==> src/rtl/prof_acc_pkg.sv <==
package prof_acc_pkg;

  typedef enum logic [2:0] {
    OC_UNDEF   = 3'd0,
    OC_TRAP_L2 = 3'd1,
    OC_TRAP_L3 = 3'd2,
    OC_MEM     = 3'd3,
    OC_L2REG   = 3'd4,
    OC_DIRECT  = 3'd5
  } outcome_e;

  localparam int unsigned NUM_OC = 6;

  typedef struct packed {
    logic [1:0] lvl;
    logic       is_wr;
    logic       fg_feat;
    logic       l2_on;
    logic       l3_have;
    logic       fg_l3_en;
    logic       fg_rd;
    logic       fg_wr;
    logic       hyp_b0;
    logic [2:0] nv;
    logic [1:0] l2_ee;
    logic [1:0] l1_ee;
    logic       host;
  } main_ctx_t;

endpackage

==> src/rtl/prof_acc_mon_gate.sv <==
module prof_acc_mon_gate (
  input  logic l3_have,
  input  logic mon_prio,
  input  logic mon_trap,
  output logic prio_undef,
  output logic mon_hit
);
  // Monitor trap only exists when level 3 is implemented.
  always_comb begin
    mon_hit    = l3_have & mon_trap;
    prio_undef = l3_have & mon_trap & mon_prio;
  end
endmodule

==> src/rtl/prof_acc_main_chain.sv <==
module prof_acc_main_chain
  import prof_acc_pkg::*;
(
  input  main_ctx_t ctx,
  input  logic      prio_undef,
  input  logic      mon_hit,
  input  logic      mon_undef,
  output outcome_e  oc
);
  logic fg_hit;
  logic hyp_hit;
  logic nv_hit;
  logic mon_oc_undef;

  always_comb begin
    fg_hit = ctx.l2_on & ctx.fg_feat & (ctx.fg_l3_en | ~ctx.l3_have)
           & (ctx.is_wr ? ctx.fg_wr : ctx.fg_rd);
    hyp_hit = ctx.l2_on & ~ctx.hyp_b0;
    nv_hit  = ctx.nv[2] & ctx.nv[0]
            & ((ctx.l2_ee == 2'b00) | (ctx.l1_ee == 2'b00) | ctx.nv[1]);
    mon_oc_undef = mon_undef;
  end

  always_comb begin
    oc = OC_UNDEF;
    unique case (ctx.lvl)
      2'd1: begin
        if (prio_undef)   oc = OC_UNDEF;
        else if (fg_hit)  oc = OC_TRAP_L2;
        else if (hyp_hit) oc = OC_TRAP_L2;
        else if (mon_hit) oc = mon_oc_undef ? OC_UNDEF : OC_TRAP_L3;
        else if (nv_hit)  oc = OC_MEM;
        else              oc = OC_DIRECT;
      end
      2'd2: begin
        if (prio_undef)   oc = OC_UNDEF;
        else if (mon_hit) oc = mon_oc_undef ? OC_UNDEF : OC_TRAP_L3;
        else if ((ctx.l2_ee != 2'b00) && ctx.host) oc = OC_L2REG;
        else              oc = OC_DIRECT;
      end
      2'd3:    oc = OC_DIRECT;
      default: oc = OC_UNDEF;
    endcase
  end
endmodule

==> src/rtl/prof_acc_alias_chain.sv <==
module prof_acc_alias_chain
  import prof_acc_pkg::*;
(
  input  logic [1:0] lvl,
  input  logic [2:0] nv,
  input  logic       host,
  input  logic       prio_undef,
  input  logic       mon_hit,
  input  logic       mon_undef,
  output outcome_e   oc
);
  always_comb begin
    oc = OC_UNDEF;
    unique case (lvl)
      2'd1: begin
        if (nv == 3'b101) oc = OC_MEM;
        else if (nv[0])   oc = OC_TRAP_L2;
        else              oc = OC_UNDEF;
      end
      2'd2: begin
        if (!host)           oc = OC_UNDEF;
        else if (prio_undef) oc = OC_UNDEF;
        else if (mon_hit)    oc = mon_undef ? OC_UNDEF : OC_TRAP_L3;
        else                 oc = OC_DIRECT;
      end
      2'd3:    oc = host ? OC_DIRECT : OC_UNDEF;
      default: oc = OC_UNDEF;
    endcase
  end
endmodule

==> src/rtl/prof_status_acc_dec.sv <==
module prof_status_acc_dec
  import prof_acc_pkg::*;
#(
  parameter int unsigned        CLASS_W    = 6,
  parameter logic [CLASS_W-1:0] TRAP_CLASS = 6'h18,
  parameter int unsigned        OFFS_W     = 12,
  parameter logic [OFFS_W-1:0]  MEM_OFFSET = 12'h820
) (
  input  logic [1:0]         cur_lvl,
  input  logic               is_write,
  input  logic               alias_acc,
  input  logic               prof_ok,
  input  logic               fg_feat,
  input  logic               l2_on,
  input  logic               l3_have,
  input  logic               mon_prio,
  input  logic               mon_trap,
  input  logic               mon_undef,
  input  logic               fg_l3_en,
  input  logic               fg_rd_bit,
  input  logic               fg_wr_bit,
  input  logic               hyp_ctl_b0,
  input  logic [2:0]         nv_bits,
  input  logic [1:0]         l2_ee,
  input  logic [1:0]         l1_ee,
  input  logic               host_mode,
  output logic               o_undef,
  output logic               o_trap_l2,
  output logic               o_trap_l3,
  output logic               o_mem_redirect,
  output logic               o_l2_variant,
  output logic               o_direct,
  output logic [CLASS_W-1:0] o_syn_class,
  output logic [OFFS_W-1:0]  o_mem_offset
);
  main_ctx_t          ctx;
  logic               prio_undef;
  logic               mon_hit;
  outcome_e           main_oc;
  outcome_e           alias_oc;
  outcome_e           sel_oc;
  logic [NUM_OC-1:0]  oc_vec;

  always_comb begin
    ctx.lvl      = cur_lvl;
    ctx.is_wr    = is_write;
    ctx.fg_feat  = fg_feat;
    ctx.l2_on    = l2_on;
    ctx.l3_have  = l3_have;
    ctx.fg_l3_en = fg_l3_en;
    ctx.fg_rd    = fg_rd_bit;
    ctx.fg_wr    = fg_wr_bit;
    ctx.hyp_b0   = hyp_ctl_b0;
    ctx.nv       = nv_bits;
    ctx.l2_ee    = l2_ee;
    ctx.l1_ee    = l1_ee;
    ctx.host     = host_mode;
  end

  prof_acc_mon_gate mon_i (
    .l3_have    (l3_have),
    .mon_prio   (mon_prio),
    .mon_trap   (mon_trap),
    .prio_undef (prio_undef),
    .mon_hit    (mon_hit)
  );

  prof_acc_main_chain main_i (
    .ctx        (ctx),
    .prio_undef (prio_undef),
    .mon_hit    (mon_hit),
    .mon_undef  (mon_undef),
    .oc         (main_oc)
  );

  prof_acc_alias_chain alias_i (
    .lvl        (cur_lvl),
    .nv         (nv_bits),
    .host       (host_mode),
    .prio_undef (prio_undef),
    .mon_hit    (mon_hit),
    .mon_undef  (mon_undef),
    .oc         (alias_oc)
  );

  // Feature absence and level 0 override both chains.
  always_comb begin
    if (!prof_ok || (cur_lvl == 2'd0)) sel_oc = OC_UNDEF;
    else if (alias_acc)                sel_oc = alias_oc;
    else                               sel_oc = main_oc;
  end

  for (genvar g = 0; g < NUM_OC; g++) begin : g_onehot
    assign oc_vec[g] = (sel_oc == outcome_e'(g));
  end

  assign o_undef        = oc_vec[OC_UNDEF];
  assign o_trap_l2      = oc_vec[OC_TRAP_L2];
  assign o_trap_l3      = oc_vec[OC_TRAP_L3];
  assign o_mem_redirect = oc_vec[OC_MEM];
  assign o_l2_variant   = oc_vec[OC_L2REG];
  assign o_direct       = oc_vec[OC_DIRECT];
  assign o_syn_class    = (oc_vec[OC_TRAP_L2] | oc_vec[OC_TRAP_L3]) ? TRAP_CLASS : '0;
  assign o_mem_offset   = oc_vec[OC_MEM] ? MEM_OFFSET : '0;
endmodule

==> config.mk <==
export PLATFORM = sky130hd
export DESIGN_NAME = prof_status_acc_dec
export DESIGN_NICKNAME = d
export VERILOG_FILES = /design/src/rtl/prof_acc_pkg.sv /design/src/rtl/prof_acc_mon_gate.sv /design/src/rtl/prof_acc_main_chain.sv /design/src/rtl/prof_acc_alias_chain.sv /design/src/rtl/prof_status_acc_dec.sv
export SDC_FILE = /design/constraint.sdc
export NUM_CORES = 1
export LEC_CHECK = 0
export ABC_AREA = 0
export ABC_CLOCK_PERIOD_IN_PS = 2300
export BUFFER_PORTS_ARGS = -buffer_cell sky130_fd_sc_hd__buf_2
export CAP_MARGIN = 0
export CORE_AREA = 10 10 47 49
export DETAILED_ROUTE_END_ITERATION = 6
export DIE_AREA = 0 0 57 59
export GPL_ROUTABILITY_DRIVEN = 0
export PLACE_DENSITY = 0.77
export SYNTH_ARGS = -nofsm -noshare
export SYNTH_HDL_FRONTEND = slang
export SYNTH_SLANG_ARGS = --single-unit
==> constraint.sdc <==
create_clock -name vclk -period 2.3
set_input_delay 0.345 -clock vclk [all_inputs]
set_output_delay 0.345 -clock vclk [all_outputs]
set_load 0.02 [all_outputs]
==> flow_metrics.py <==
metrics = {
    "drt": {
        "drc": 0,
        "wirelength_mm": 1.544,
        "drtAntennaViolNets": 0,
        "first_pass_iters": 4,
        "routed_via_density": 4.896,
        "vias": 563,
        "drt-initial-drc-count": 7,
        "post_drt_wl_per_cell_um": 13.43,
    },
    "power_and_ir_drop": {
        "internal_power_uw": 45.40,
        "power.total_uw": 126.5,
        "pwr-share-clk_pct": 0,
        "irDropWorstVdd_mv": 0.07120,
        "power_density_nw_per_um2": 218.4,
        "leakage_uw": 0.0003288,
        "p_sw_share_pct": 64.12,
        "seqPwrFrac_pct": 0,
        "pwr-share-comb_pct": 100.0,
        "p_sw_uw": 81.13,
    },
    "global_routing": {
        "grt_pass1_vias": 598,
        "grt_antenna_before_repair": 0,
        "gr-total-overflow": 0,
        "grt_pass1_wl_mm": 2.387,
        "grt_max_degree": 10,
        "gr-usage-all-layers_pct": 7.832,
    },
    "setup_path": {
        "worstSetupStartpointType": "input port",
        "worstSetupPathType": "in -> out",
        "crit_path_cell_trace": "buf_2 -> nor2_1 -> a2111oi_1 -> o31ai_1 -> a221o_1 -> mux2i_1 -> buf_2",
        "path_max_fanout": 3,
        "cp.arrival_ns": 1.76,
        "cpMaxStageDelayCell": "a2111oi_1",
        "required_ns": 1.96,
        "end_kind": "output pin",
        "cp_common_cell": "buf_2",
        "cpPeakStageDelay_ns": 0.43,
    },
    "timing": {
        "hold_viol": 0,
        "hold_ws_ns": 1.108,
        "setup_viol": 0,
        "fin_setup_tns_ns": 0,
        "slew_viol_final": 0,
        "fmax_mhz": 474.1,
        "rsz0062_at_grt": "false",
        "fin_crit_sh_pct": 91.71,
        "finalWorstSetupSlack_ns": 0.1907,
        "post-route-min-period_ns": 2.109,
    },
    "placed_design": {
        "port_buffers": 33,
        "hpwl_mm": 1.401,
        "dp_slack_ns": 0.1217,
    },
    "clock_network": {
        "cts_hold_buf": 0,
    },
    "finish": {
        "area_growth_pct": 22.81,
        "utilization_pct": 41.34,
        "seq_cells": 0,
        "drive_gt1_share_pct": 37.37,
        "nets": 124,
        "clockBufferCount": 0,
        "seq_area_sq_um": 0,
        "antenna_cells": 0,
    },
    "floorplanning": {
        "io_pins": 47,
        "initial_core_util_pct": 33.66,
        "num_rows": 14,
        "dieHeight_um": 59,
        "core_area_sq_um": 1401,
        "die_area_sq_um": 3363,
        "die_w_um": 57,
    },
    "synth": {
        "yosysTopAreaCell": "buf_4",
        "netlist_area_sq_um": 471.7,
        "netlist.area_leader.share_pct": 27.06,
        "syn_avg_cell_area_sq_um": 6.644,
        "yosys-top-cells-area": "buf_4 (27%), mux2i_1 (6.4%), nor2_1 (4.8%), a21oi_1 (4.2%), nor2b_1 (4.0%)",
        "synth-seq-area-share_pct": 0,
        "yosysWarnings": 0,
        "ys_types": 31,
        "syn_inst": 71,
    },
    "job": {
        "maxCapViolCount": 0,
    },
    "worst_hold_path": {
        "min_path_type": "in -> out",
    },
    "outcome": {
        "outcome": "completed",
    },
}
## area by class of cell
| cell class | count | area, sq um |
|---|---|---|
| fill | 158 | 822.0 |
| inverter | 4 | 15.01 |
| multi-input combinational | 62 | 379.1 |
| timing repair buffer | 33 | 165.2 |
| tap | 16 | 20.02 |
## synthesized netlist by cell type (2+ instances only)
master,number
mux2i_1,3
o31a_1,2
o21ai_0,3
nand3_1,2
o311ai_1,2
o21ai_1,2
nor2b_1,3
a21oi_1,4
inv_1,4
nand2_1,4
nor2_1,6
buf_4,17
## final timing paths
path	depth (start not counted)	slack, ns	to	from
setup / recovery	7	0.19	o_syn_class[3]	l2_ee[1]
hold / removal	4	1.11	o_l2_variant	prof_ok
## timing repair
action | in CTS | in global routing
resized for setup | 0 | 3
buffers inserted | 0 | 0
setup endpoints to repair | 0 | 2
## critical path: cells and delay by family
family                 cells  cell delay [ns]
buffers and inverters      2             0.27
AOI/OAI and AO/OA          3             0.93
and+or+nand+nor            1             0.05
muxes                      1             0.16
## placed cells by master (no fill, tap or decap)
cell       netlist  layout
a2111oi_1        0       1
a21boi_1         1       1
a21oi_1          4       4
a221o_1          1       1
a221oi_1         1       1
a22oi_1          1       1
and2_1           1       1
and2b_1          1       1
buf_2            0      33
conb_1           1      14
inv_1            4       4
mux2i_1          3       3
nand2_1          4       4
nand2_2          1       1
nand2b_1         1       1
nand3_1          2       2
nor2_1           6       6
nor2b_1          3       3
nor2b_4          1       1
nor4_1           1       1
nor4bb_1         1       1
o211a_1          1       1
o21ai_0          3       3
o21ai_1          2       1
o21ai_2          0       1
o22ai_1          1       1
o311ai_1         2       1
o311ai_2         0       1
o31a_1           2       2
o31ai_1          1       1
or2b_1           1       1
or4_1            1       1
## per-layer routing
layer	track usage (%)	vias to the layer above	wire length, um
met2	14.57	32	719
met1	8.582	249	663
met3	3.219	0	160
met4	0	0	0
li1	-	282	-
met5	0	-	0
## per-stage QoR
step                      instance area (sq um)  std cells
final                                     579.3        115
after global routing                      579.3        115
after CTS                                 566.8        115
after detailed placement                  566.8        115
after global placement                    566.8        115
after floorplan                           520.5         84
## logic make-up (layout without fill, tap and decap cells)
family          after synthesis  after routing  synth area share, %
simple gates                 24             24                29.18
mux                           3              3                6.366
buf+inv                      22             37                32.62
other cells                   1             14               0.7950
compound gates               21             21                31.04
## power groups by stage
stage | combinational [uW] | clock, uW | sequential (uW)
after CTS | 123 | 0 | 0
after global routing | 138 | 0 | 0
after global placement | 120 | 0 | 0
after detailed placement | 122 | 0 | 0
final | 127 | 0 | 0
after floorplan | 102 | 0 | 0
Note: power is estimated with default switching activity, not from simulation.
